## src/rtl/booth_mul.sv

```systemverilog
module booth_mul #(
  parameter int W = 32
) (
  input  logic           clk,
  input  logic           rst_n,
  input  logic           start,
  input  logic [W-1:0]   mcand,
  input  logic [W-1:0]   mplier,
  output logic           busy,
  output logic           done,
  output logic [2*W-1:0] product
);
  localparam int CW = $clog2(W + 1);

  logic [W-1:0]  hi, lo, m;
  logic          q;
  logic [CW-1:0] cnt;
  logic [W:0]    hi_x, m_x, sum;

  // one extra bit keeps the true sign when the most negative value is subtracted
  assign hi_x = {hi[W-1], hi};
  assign m_x  = {m[W-1], m};

  always_comb begin
    case ({lo[0], q})
      2'b01:   sum = hi_x + m_x;
      2'b10:   sum = hi_x - m_x;
      default: sum = hi_x;
    endcase
  end

  always_ff @(posedge clk or negedge rst_n) begin
    if (!rst_n) begin
      hi   <= '0;
      lo   <= '0;
      m    <= '0;
      q    <= 1'b0;
      cnt  <= '0;
      busy <= 1'b0;
      done <= 1'b0;
    end else begin
      done <= 1'b0;
      if (start && !busy) begin
        hi   <= '0;
        lo   <= mplier;
        q    <= 1'b0;
        m    <= mcand;
        cnt  <= CW'(W);
        busy <= 1'b1;
      end else if (busy) begin
        hi  <= sum[W:1];
        lo  <= {sum[0], lo[W-1:1]};
        q   <= lo[0];
        cnt <= cnt - CW'(1);
        if (cnt == CW'(1)) begin
          busy <= 1'b0;
          done <= 1'b1;
        end
      end
    end
  end

  assign product = {hi, lo};
endmodule

```

## config.mk

```make
export PLATFORM = sky130hd
export DESIGN_NAME = booth_mul
export DESIGN_NICKNAME = d
export VERILOG_FILES = /design/src/rtl/booth_mul.sv
export SDC_FILE = /design/constraint.sdc
export NUM_CORES = 1
export LEC_CHECK = 0
export ABC_AREA = 0
export BUFFER_PORTS_ARGS = -buffer_cell sky130_fd_sc_hd__buf_2
export CAP_MARGIN = 10
export CELL_PAD_IN_SITES_DETAIL_PLACEMENT = 1
export CELL_PAD_IN_SITES_GLOBAL_PLACEMENT = 1
export CORE_ASPECT_RATIO = 0.75
export CORE_UTILIZATION = 45
export DETAILED_ROUTE_END_ITERATION = 6
export MAX_ROUTING_LAYER = met4
export PLACE_DENSITY_LB_ADDON = 0.1
export SLEW_MARGIN = 20
export SYNTH_ARGS = -nofsm -noshare
export SYNTH_HDL_FRONTEND = slang
export SYNTH_SLANG_ARGS = --single-unit
```

## constraint.sdc

```tcl
create_clock -name clk -period 5.7 [get_ports clk]
set_input_delay 1.14 -clock clk [delete_from_list [all_inputs] [get_ports clk]]
set_output_delay 1.14 -clock clk [all_outputs]
set_load 0.05 [all_outputs]
```

# Yosys cells after proc, flatten, opt, wreduce, memory -nomap -nowiden
# Cells that the tools add are included.
dict set report totals {
  reg_bits 105
  in_bits 67
  out_inout_bits 66
}
dict set report op_classes {
  n_addsub 3
  eq_ne 3
  n_mux 15
  n_reduce_logical 5
}
# operator n
set ops {}
lappend ops {{32-bit 2-to-1 mux} 4}
lappend ops {{33-bit case mux with 2 select lines} 1}
lappend ops {{32-bit by 32-bit adder with 33-bit output} 1}
lappend ops {{32-bit by 32-bit subtractor with 33-bit output} 1}
lappend ops {{6-bit 2-to-1 mux} 2}
lappend ops {{1-bit 2-to-1 mux} 8}
lappend ops {{6-bit by 1-bit == test with 1-bit output, second input constant} 1}
lappend ops {{6-bit by 1-bit subtractor with 6-bit output, second input constant} 1}
lappend ops {{3-bit nonzero test} 1}
lappend ops {{2-bit by 1-bit == test with 1-bit output, second input constant} 1}
lappend ops {{2-bit == test, second input constant} 1}
lappend ops {{2-bit AND reduction} 1}
lappend ops {{2-bit nonzero test} 1}
lappend ops {{1-bit logical AND} 1}
lappend ops {{1-bit logical NOT} 1}

# Longest topological paths before layout
# Gate-level depths: netlist (run 1).
dict set report logic_depth {
  depth_word 4
  mapped_depth 17
}

# Worst setup path before layout (run 1)
# OpenSTA, ideal clock, no wires.
dict set report synth_timing {
  path_kind {reg-to-reg}
  from {reg lo[0]}
  to {reg hi[31]}
  setup_ns 0.066
  t_arrival_ns 3.896
  slack_ns 1.738
  path_stages_with_launch 16
  synth_period_minus_slack_ns 3.962
  path_cell_list {dfrtp_1 -> ha_1 -> clkbuf_1 -> clkbuf_1 -> nor2_1 -> xnor2_1 -> ha_1 -> a21o_1 -> or2_2 -> o41ai_1 -> a211oi_1 -> a31o_2 -> o221ai_1 -> o31ai_1 -> a221oi_1 -> a31o_1}
}
dict set report synth_via {
  elab_chain_len 4
}
# item line_no
set synth_rtl {}
lappend synth_rtl {{start: declaration} 15} ;# logic [W-1:0] hi, lo, m;
lappend synth_rtl {{start signal: assignment} 45} ;# lo <= mplier;
lappend synth_rtl {{start signal: assignment} 52} ;# lo <= {sum[0], lo[W-1:1]};
lappend synth_rtl {{2-bit == test or 2-bit by 1-bit == test with 1-bit output (tied branches)} 25} ;# case ({lo[0], q})
lappend synth_rtl {{33-bit case mux with 2 select lines} 25}
lappend synth_rtl {{32-bit 2-to-1 mux} 50} ;# end else if (busy) begin
lappend synth_rtl {{32-bit 2-to-1 mux} 43} ;# if (start && !busy) begin
lappend synth_rtl {{end signal: assignment} 51} ;# hi <= sum[W:1];
lappend synth_rtl {{end: declaration} 15}
# Several ways; a longest one is shown, not always the timed one. The select of a mux whose other input is x is not followed.
# A chain may end at the register's enable or synchronous reset.

# Worst setup path in the final report (run 1)
dict set report layout_timing {
  from {reg m[5]}
  to {reg hi[31]}
}
dict set report layout_via {
  elab_chain_len 4
}
# item line_no
set layout_rtl {}
lappend layout_rtl {{start: declaration} 15}
lappend layout_rtl {{start signal: assignment} 47} ;# m <= mcand;
lappend layout_rtl {{32-bit by 32-bit subtractor with 33-bit output or 32-bit by 32-bit adder with 33-bit output (tied branches)} {27, 26}}
lappend layout_rtl {{33-bit case mux with 2 select lines *} 25}
lappend layout_rtl {{32-bit 2-to-1 mux *} 50}
lappend layout_rtl {{32-bit 2-to-1 mux *} 43}
# Every way passes the cells marked *; elsewhere a longest branch is shown, timed or not. The select of a mux whose other input is x is not followed.

==> results of run 1 <==
-- synth_stat cells (3+ instances only) --
library cell and number:
mux2i_1 36, xnor2_1 44, nor3_1 13, nand2_1 173
buf_1 9, clkbuf_1 35, nand4_1 4, and2_1 4
o211ai_1 5, nor4_1 8, o21bai_1 3, ha_1 36
o21a_1 3, o21ai_0 81, nand3_1 7, a211oi_1 7
a21o_1 25, xor2_1 16, nand2b_1 10, a21oi_1 67
nor2b_1 7, o31ai_1 8, nor3b_1 11, and3_1 5
nor2_1 46, dfrtp_1 105, a31oi_1 13, inv_1 15
o31a_1 3
-- area by class of cell --
class	instances	share of cell area
repair buffers	139	0.0887
clock inverters	4	0.00636
inverters	15	0.00698
flip-flops and latches	105	0.326
clock buffers	12	0.0318
multi-input cells	666	0.509
well taps	200	0.0310
-- stage by stage --
stage / cell area [sq um] / std cells / hold slack, ns / utilization / setup WS, ns
after floorplan: 6960 / 830 / 0.437 / - / 1.74
after global routing: 8070 / 1141 / 0.512 / 0.546 / 0.764
after detailed placement: 7760 / 1125 / 0.479 / 0.525 / 1.32
after global placement: 7760 / 1125 / 0.460 / 0.525 / 1.55
after CTS: 8070 / 1141 / 0.495 / 0.546 / 1.27
final: 8070 / 1141 / 0.497 / 0.546 / 1.24
-- final timing paths --
path	start	endpoint	slack, ns
max reg2reg	m[5]	hi[31]	1.24
min reg2reg	cnt[5]	cnt[5]	0.50
max	m[5]	hi[31]	1.24
max in group asynchronous	rst_n	lo[9]	3.63
min in group asynchronous	rst_n	busy	0.82
min	cnt[5]	cnt[5]	0.50
-- logic make-up (layout without fill, tap and decap cells) --
family / count (synthesis) / in the layout
adders and majority gates: 37 / 37
and+or+nand+nor: 300 / 300
xor gates and xnor gates: 60 / 60
AOI/OAI and AO/OA: 231 / 231
DFF: 105 / 105
muxes: 38 / 38
buffers and inverters: 59 / 170
-- sequential cells by signal (all words and copies together) (netlist names) --
signal / cells
q: 1
busy: 1
hi: 32
m: 32
lo: 32
cnt: 6
done: 1
-- per-layer routing --
| layer | up-vias | wire (um) | GRT usage |
|---|---|---|---|
| met4 | 0 | 273 | 0.0609 |
| met2 | 89 | 10300 | 0.479 |
| met5 | - | 0 | - |
| met3 | 17 | 443 | 0.0349 |
| met1 | 3193 | 9690 | 0.345 |
| li1 | 3122 | - | - |
-- worst register-to-register path, stage by stage, from the launching register on --
cell and delay, ns:
dfrtp_1 0.45, nor4_1 0.50, nand3_1 0.30, nor2_1 0.16, nor2_1 0.06, xnor2_1 0.15, ha_1 0.37, nand3_1 0.19
nor3b_2 0.33, o41ai_1 0.17, a211oi_1 0.39, a31o_2 0.24, o221ai_1 0.18, o31ai_1 0.47, a221oi_1 0.17, a31o_1 0.21
==> impl_results.md, run 1 <==
- Status: complete, no violations
- Hold Buf Count CTS: 0
- Sequential area share after synthesis: 0.378
- Via density per instance: 5.63
- Critical-path top delay cell: nor4_1
- Vias in the first global route: 6,593
- Synth warn: 0
- Num CTS Buffers: 9
- Final min period: 4.46 ns
- Post-DP HPWL: 15,400 um
- CTS tree: done
- Die extent in x: 146 um
- Mapped Area: 6960 sq um
- FILL cells: 1,851
- Compound-cell area share of the yosys netlist: 0.197
- Largest cells by area after synthesis: dfrtp_1, nand2_1, ha_1, o21ai_0, xnor2_1
- Reg area: 2630 sq um
- Worst setup SP type: flip-flop
- Mux contribution to synthesized area: 0.0550
- Crit path max-delay family: compound AO/OA/AOI/OAI gates
- Final period util: 0.782
- Synthesis-to-finish area growth: 16.0%
- Most frequent cells in the layout: nand2_1, buf_2, dfrtp_1
- Total congestion overflow: 0
- Clock slew at reported path FFs: 0.07 ns
- Largest family of logic cells by synthesized area: compound AO/OA/AOI/OAI gates
- Fin. Hold Viols: 0
- Crit Path Max Fanout: 6
- Hold depth: 1
- Detailed Routing Iterations Pass 1: 4
- R2r worst-path depth: 15
- Remaining DRCs: 0
- Share of cells above drive strength 1: 0.176
- Vias after detailed routing: 6,421
- Least-Margin Pin Slew: 0.862 ns
- Ports: 133
- Syn_nets: 934
- Die height: 110 um
- Synth Area in Adders: 0.0676
- Initial antenna violation count: 0
- Max Freq: 224 MHz
- Post-route antenna net violation count: 0
- Library cells used by synthesis: 54
- Worst skew pair latency: 0.36 ns
- Hold Path Class: flip-flop to flip-flop
- Critical setup path kind: flip-flop to flip-flop
- Core Box Area: 14,800 sq um
- GRT Total Usage: 0.275
- Commonest non-fill, non-tap cell in the layout: nand2_1
- # diodes: 0
- # Post-CTS Setup Buffers: 0
- Critical Path Max Stage Delay: 0.49 ns
- First-pass GRT wire length: 33,900 um
- Port bufs: 132
- H-tree levels: 3
- Routed wire length: 20,700 um
- Mean area per synthesized cell: 8.38 sq um
- Largest net degree at the start of global routing: 73
- Area share of xor/xnor cells in the synthesized design: 0.0756
- Fin nets: 1,040
- Final Setup Violations: 0
- Initial drt markers: 217
- Nature of the critical path endpoint: flip-flop
- Dominant synthesized flop cell: dfrtp_1
- Crit path required time: 5.94 ns
- CP Buf/Inv Count: 0
- Synth async-reset ratio: 1.00
- Syn Inst Count: 830
- Post-synthesis register bit count: 105
- # Max-Cap Violations: 0
- Die area: 16,000 sq um
- Setup TNS: 0 ns
- EDFF count, synth: 0
- Yosys top cell area share: 0.378
- Final Wtd Congestion: 0.912
- Final Skew: 0.00920 ns
- Wire per inst: 18.1 um
- Buffers from clock root to sink, at most: 2
- Crit-path cells: nor4_1 -> nand3_1 -> nor2_1 -> nor2_1 -> xnor2_1 -> ha_1 -> nand3_1 -> nor3b_2 -> o41ai_1 -> a211oi_1 -> a31o_2 -> o221ai_1 -> o31ai_1 -> a221oi_1 -> a31o_1
- CTS root buffer: clkbuf_16
- Cell taking the most area after synthesis: dfrtp_1
- Post-cts resize count: 0
- Worst path depth: 15
- Initial Util: 0.470
- Max Slew Vio Count: 0
- Row count: 38
- Simple-Gate Fraction of Synth Area: 0.196
- Clock Sinks: 105
- Unrepaired setup endpoints after global routing: false
- Slew margin rel.: 0.425
- CP arrival: 4.70 ns
- Footprint of the multi-input gates: 4110 sq um
Power of run 1 is left out: the tool's default activity adds up to more than one toggle a clock period on the data nets, which glitch-free logic cannot reach.
==> inputs of run 2 (changes only) <==
ABC_AREA = 1   (was 0)
CORE_UTILIZATION = 40   (was 45)
clock period = 4.3 ns   (was 5.7 ns; I/O delays follow)
==> run 2 against run 1 <==
Final cell count rose by 31%. Core utilization fell by 6.2 points. Area after synthesis rose by 7.8%. Fmax rose by 26%. Die area rose by 21%. Critical path depth rose by 6. Non-clock buffer count rose by 1. Worst hold slack got worse by 0.014 ns. Sequential cell count did not move. Critical path type unchanged.
==> impl_results.md, run 2 <==
- Fin. Hold Viols: 0 (unchanged)
- Worst setup SP type: flip-flop
- Wire per inst: 17.3 um (-4.6%)
- R2R setup slack: 0.75 ns (-0.49 ns)
- Syn Inst Count: 1,129 (+36%)
- Largest family of logic cells by synthesized area: simple AND/OR/NAND/NOR gates
- Reg2reg start: m[2]
- CTS root buffer: clkbuf_16
- CTS tree: done
- Nature of the critical path endpoint: flip-flop
- Die height: 121 um (+10%)
- Mux contribution to synthesized area: 0 (-0.0550)
- Syn_nets: 1,233 (+32%)
- Final Setup Violations: 0 (unchanged)
- FF-to-FF End: hi[31]
- Vias in the first global route: 7,743 (+17%)
- Compound-cell area share of the yosys netlist: 0.129 (-0.0680)
- Slew margin rel.: 0.421 (-0.00392)
- Remaining DRCs: 0 (unchanged)
- Post-cts resize count: 0 (unchanged)
- Worst skew pair latency: 0.37 ns (about the same)
- Post-DP HPWL: 19,700 um (+28%)
- Unrepaired setup endpoints after global routing: false
- Least-Margin Pin Slew: 0.869 ns (+0.00683 ns)
- Top flop regs: hi (32), lo (32), m (32)
- Cell taking the most area after synthesis: dfrtp_1
- CP arrival: 3.80 ns (-0.90 ns)
- HP Start: cnt[5]
- Post-synth top cells: nand2_1, inv_1, nor2_1, dfrtp_1
- Synthesis-to-finish area growth: 16.0% (about the same)
- Post-layout util: 0.484 (-0.0618)
- Mean area per synthesized cell: 6.64 sq um (-21%)
- Die extent in x: 160 um (+10%)
- # diodes: 0 (unchanged)
- Hold Buf Count CTS: 0 (unchanged)
- Initial Util: 0.417 (-0.0531)
- R2r worst-path depth: 21 (+6)
- # Post-CTS Setup Buffers: 0 (unchanged)
- Hold Path Class: flip-flop to flip-flop
- Core Box Area: 18,000 sq um (+22%)
- Crit Path Max Fanout: 5 (-1)
- Largest cells by area after synthesis: dfrtp_1, nand2_1, inv_1, ha_1, nor2_1
- Final Skew: 0.00717 ns (-0.00204 ns)
- GRT Total Usage: 0.287 (+0.0118)
- Total congestion overflow: 0 (unchanged)
- Hold depth: 1 (unchanged)
- Final min period: 3.55 ns (-0.910 ns)
- Initial antenna violation count: 0 (unchanged)
- Dominant synthesized flop cell: dfrtp_1
- Synth Area in Adders: 0.0627 (-0.00491)
- Row count: 42 (+11%)
- Cell with the most instances after synthesis: nand2_1
- Clock slew at reported path FFs: 0.08 ns (about the same)
- Yosys top cell area share: 0.350 (-0.0274)
- First-pass GRT wire length: 41,800 um (+23%)
- Post-route antenna net violation count: 0 (unchanged)
- Die area: 19,300 sq um (+21%)
- Clock Sinks: 105 (unchanged)
- Final period util: 0.825 (+0.0429)
- Critical setup path kind: flip-flop to flip-flop
- Share of cells above drive strength 1: 0.140 (-0.0366)
- Via density per instance: 5.12 (-9.0%)
- Num CTS Buffers: 9 (unchanged)
- Largest net degree at the start of global routing: 106 (+45%)
- Initial drt markers: 501 (+130%)
- Min Hold Slack: 0.484 ns (-0.0135 ns)
- Synth warn: 0 (unchanged)
- Max Freq: 282 MHz (+26%)
- FILL cells: 2,443 (+32%)
- Simple-Gate Fraction of Synth Area: 0.319 (+0.124)
- Fin nets: 1,351 (+30%)
- EDFF count, synth: 0 (unchanged)
- Area share of xor/xnor cells in the synthesized design: 0.0420 (-0.0335)
- Sequential area share after synthesis: 0.350 (-0.0274)
- Synth async-reset ratio: 1.00 (unchanged)
- Vias after detailed routing: 7,655 (+19%)
- Library cells used by synthesis: 38 (-30%)
- Setup TNS: 0 ns (unchanged)
- Routed wire length: 25,800 um (+25%)
- Most frequent cells in the layout: nand2_1, inv_1, buf_2
- Hold Path Sink: cnt[5]
- Post-synthesis register bit count: 105 (unchanged)
- Mapped Area: 7500 sq um (+7.8%)
- Status: complete, no violations
- Max Slew Vio Count: 0 (unchanged)
- Ports: 133 (unchanged)
- Port bufs: 132 (unchanged)
- Crit path required time: 4.56 ns (-1.38 ns)
- # Max-Cap Violations: 0 (unchanged)
- Commonest non-fill, non-tap cell in the layout: nand2_1
- Final Wtd Congestion: 0.909 (-0.36%)
- Detailed Routing Iterations Pass 1: 5 (+1)
- Buffers from clock root to sink, at most: 2 (unchanged)
- H-tree levels: 3 (unchanged)
## run 2: cell count changes in the layout (fill, tap and decap cells not counted), moves of 32 or more
cell,previous run,this run
nor2_1,45,105
nand2_1,173,398
xnor2_1,44,12
nand3_1,7,58
mux2i_1,36,0
inv_1,15,155
## run 2: per-layer routing
layer	part of all wire	up-vias	track usage
met5	0	-	-
li1	-	3798	-
met2	0.43	139	0.421
met1	0.53	3702	0.428
met3	0.036	16	0.0322
met4	0.0082	0	0.0464
## run 2: how the worst max path moves through the flow
stage               slack (ns)   from     end  cells after the start
detailed placement        0.81   m[2]  hi[31]                     18
global placement          0.85   m[2]  hi[31]                     18
CTS                       0.78   m[2]  hi[31]                     21
global route              0.40   m[2]  hi[31]                     21
floorplan                 1.31  lo[0]  hi[17]                     20
finish                    0.75   m[2]  hi[31]                     21
## run 2: area by class of cell
type | instances | area (sq um) | area share
sequential | 105 | 2630 | 0.302
clock buffer | 10 | 229 | 0.0263
timing repair buffer | 140 | 736 | 0.0846
inverter | 159 | 597 | 0.0686
clock inverter | 6 | 60.1 | 0.00690
multi-input combinational | 832 | 4150 | 0.477
tap | 242 | 303 | 0.0348
## run 2: cells by family (layout without fill, tap and decap cells)
kind of cell / count (synthesis) / after routing
xor+xnor: 36 / 36
compound gates: 166 / 166
buf+inv: 192 / 315
simple gates: 593 / 593
flops: 105 / 105
fa+ha+maj: 37 / 37
## run 2: critical path: stages (launching register included)
cell and delay (ns):
dfrtp_1 0.40, inv_1 0.13, nand3_1 0.13, nor3_2 0.36, nand2_1 0.13, nor2_1 0.15
nand2_1 0.09, nor2_1 0.09, nand3_1 0.09, nand2_1 0.07, nand2_1 0.06, nand2_1 0.06
inv_1 0.05, ha_1 0.33, a21oi_1 0.23, nand2_1 0.12, a21oi_1 0.14, nand2_1 0.19
a21oi_1 0.34, nand3_1 0.12, nand3_1 0.09, nand2_1 0.05
## run 2: stage by stage
step,cell area [sq um],setup slack [ns],cells
after floorplan,7500,1.31,1129
after global placement,8410,0.849,1478
after detailed placement,8410,0.807,1478
after CTS,8700,0.778,1494
after global routing,8700,0.402,1494
final,8700,0.753,1494
Power of run 2 is left out for the same reason.
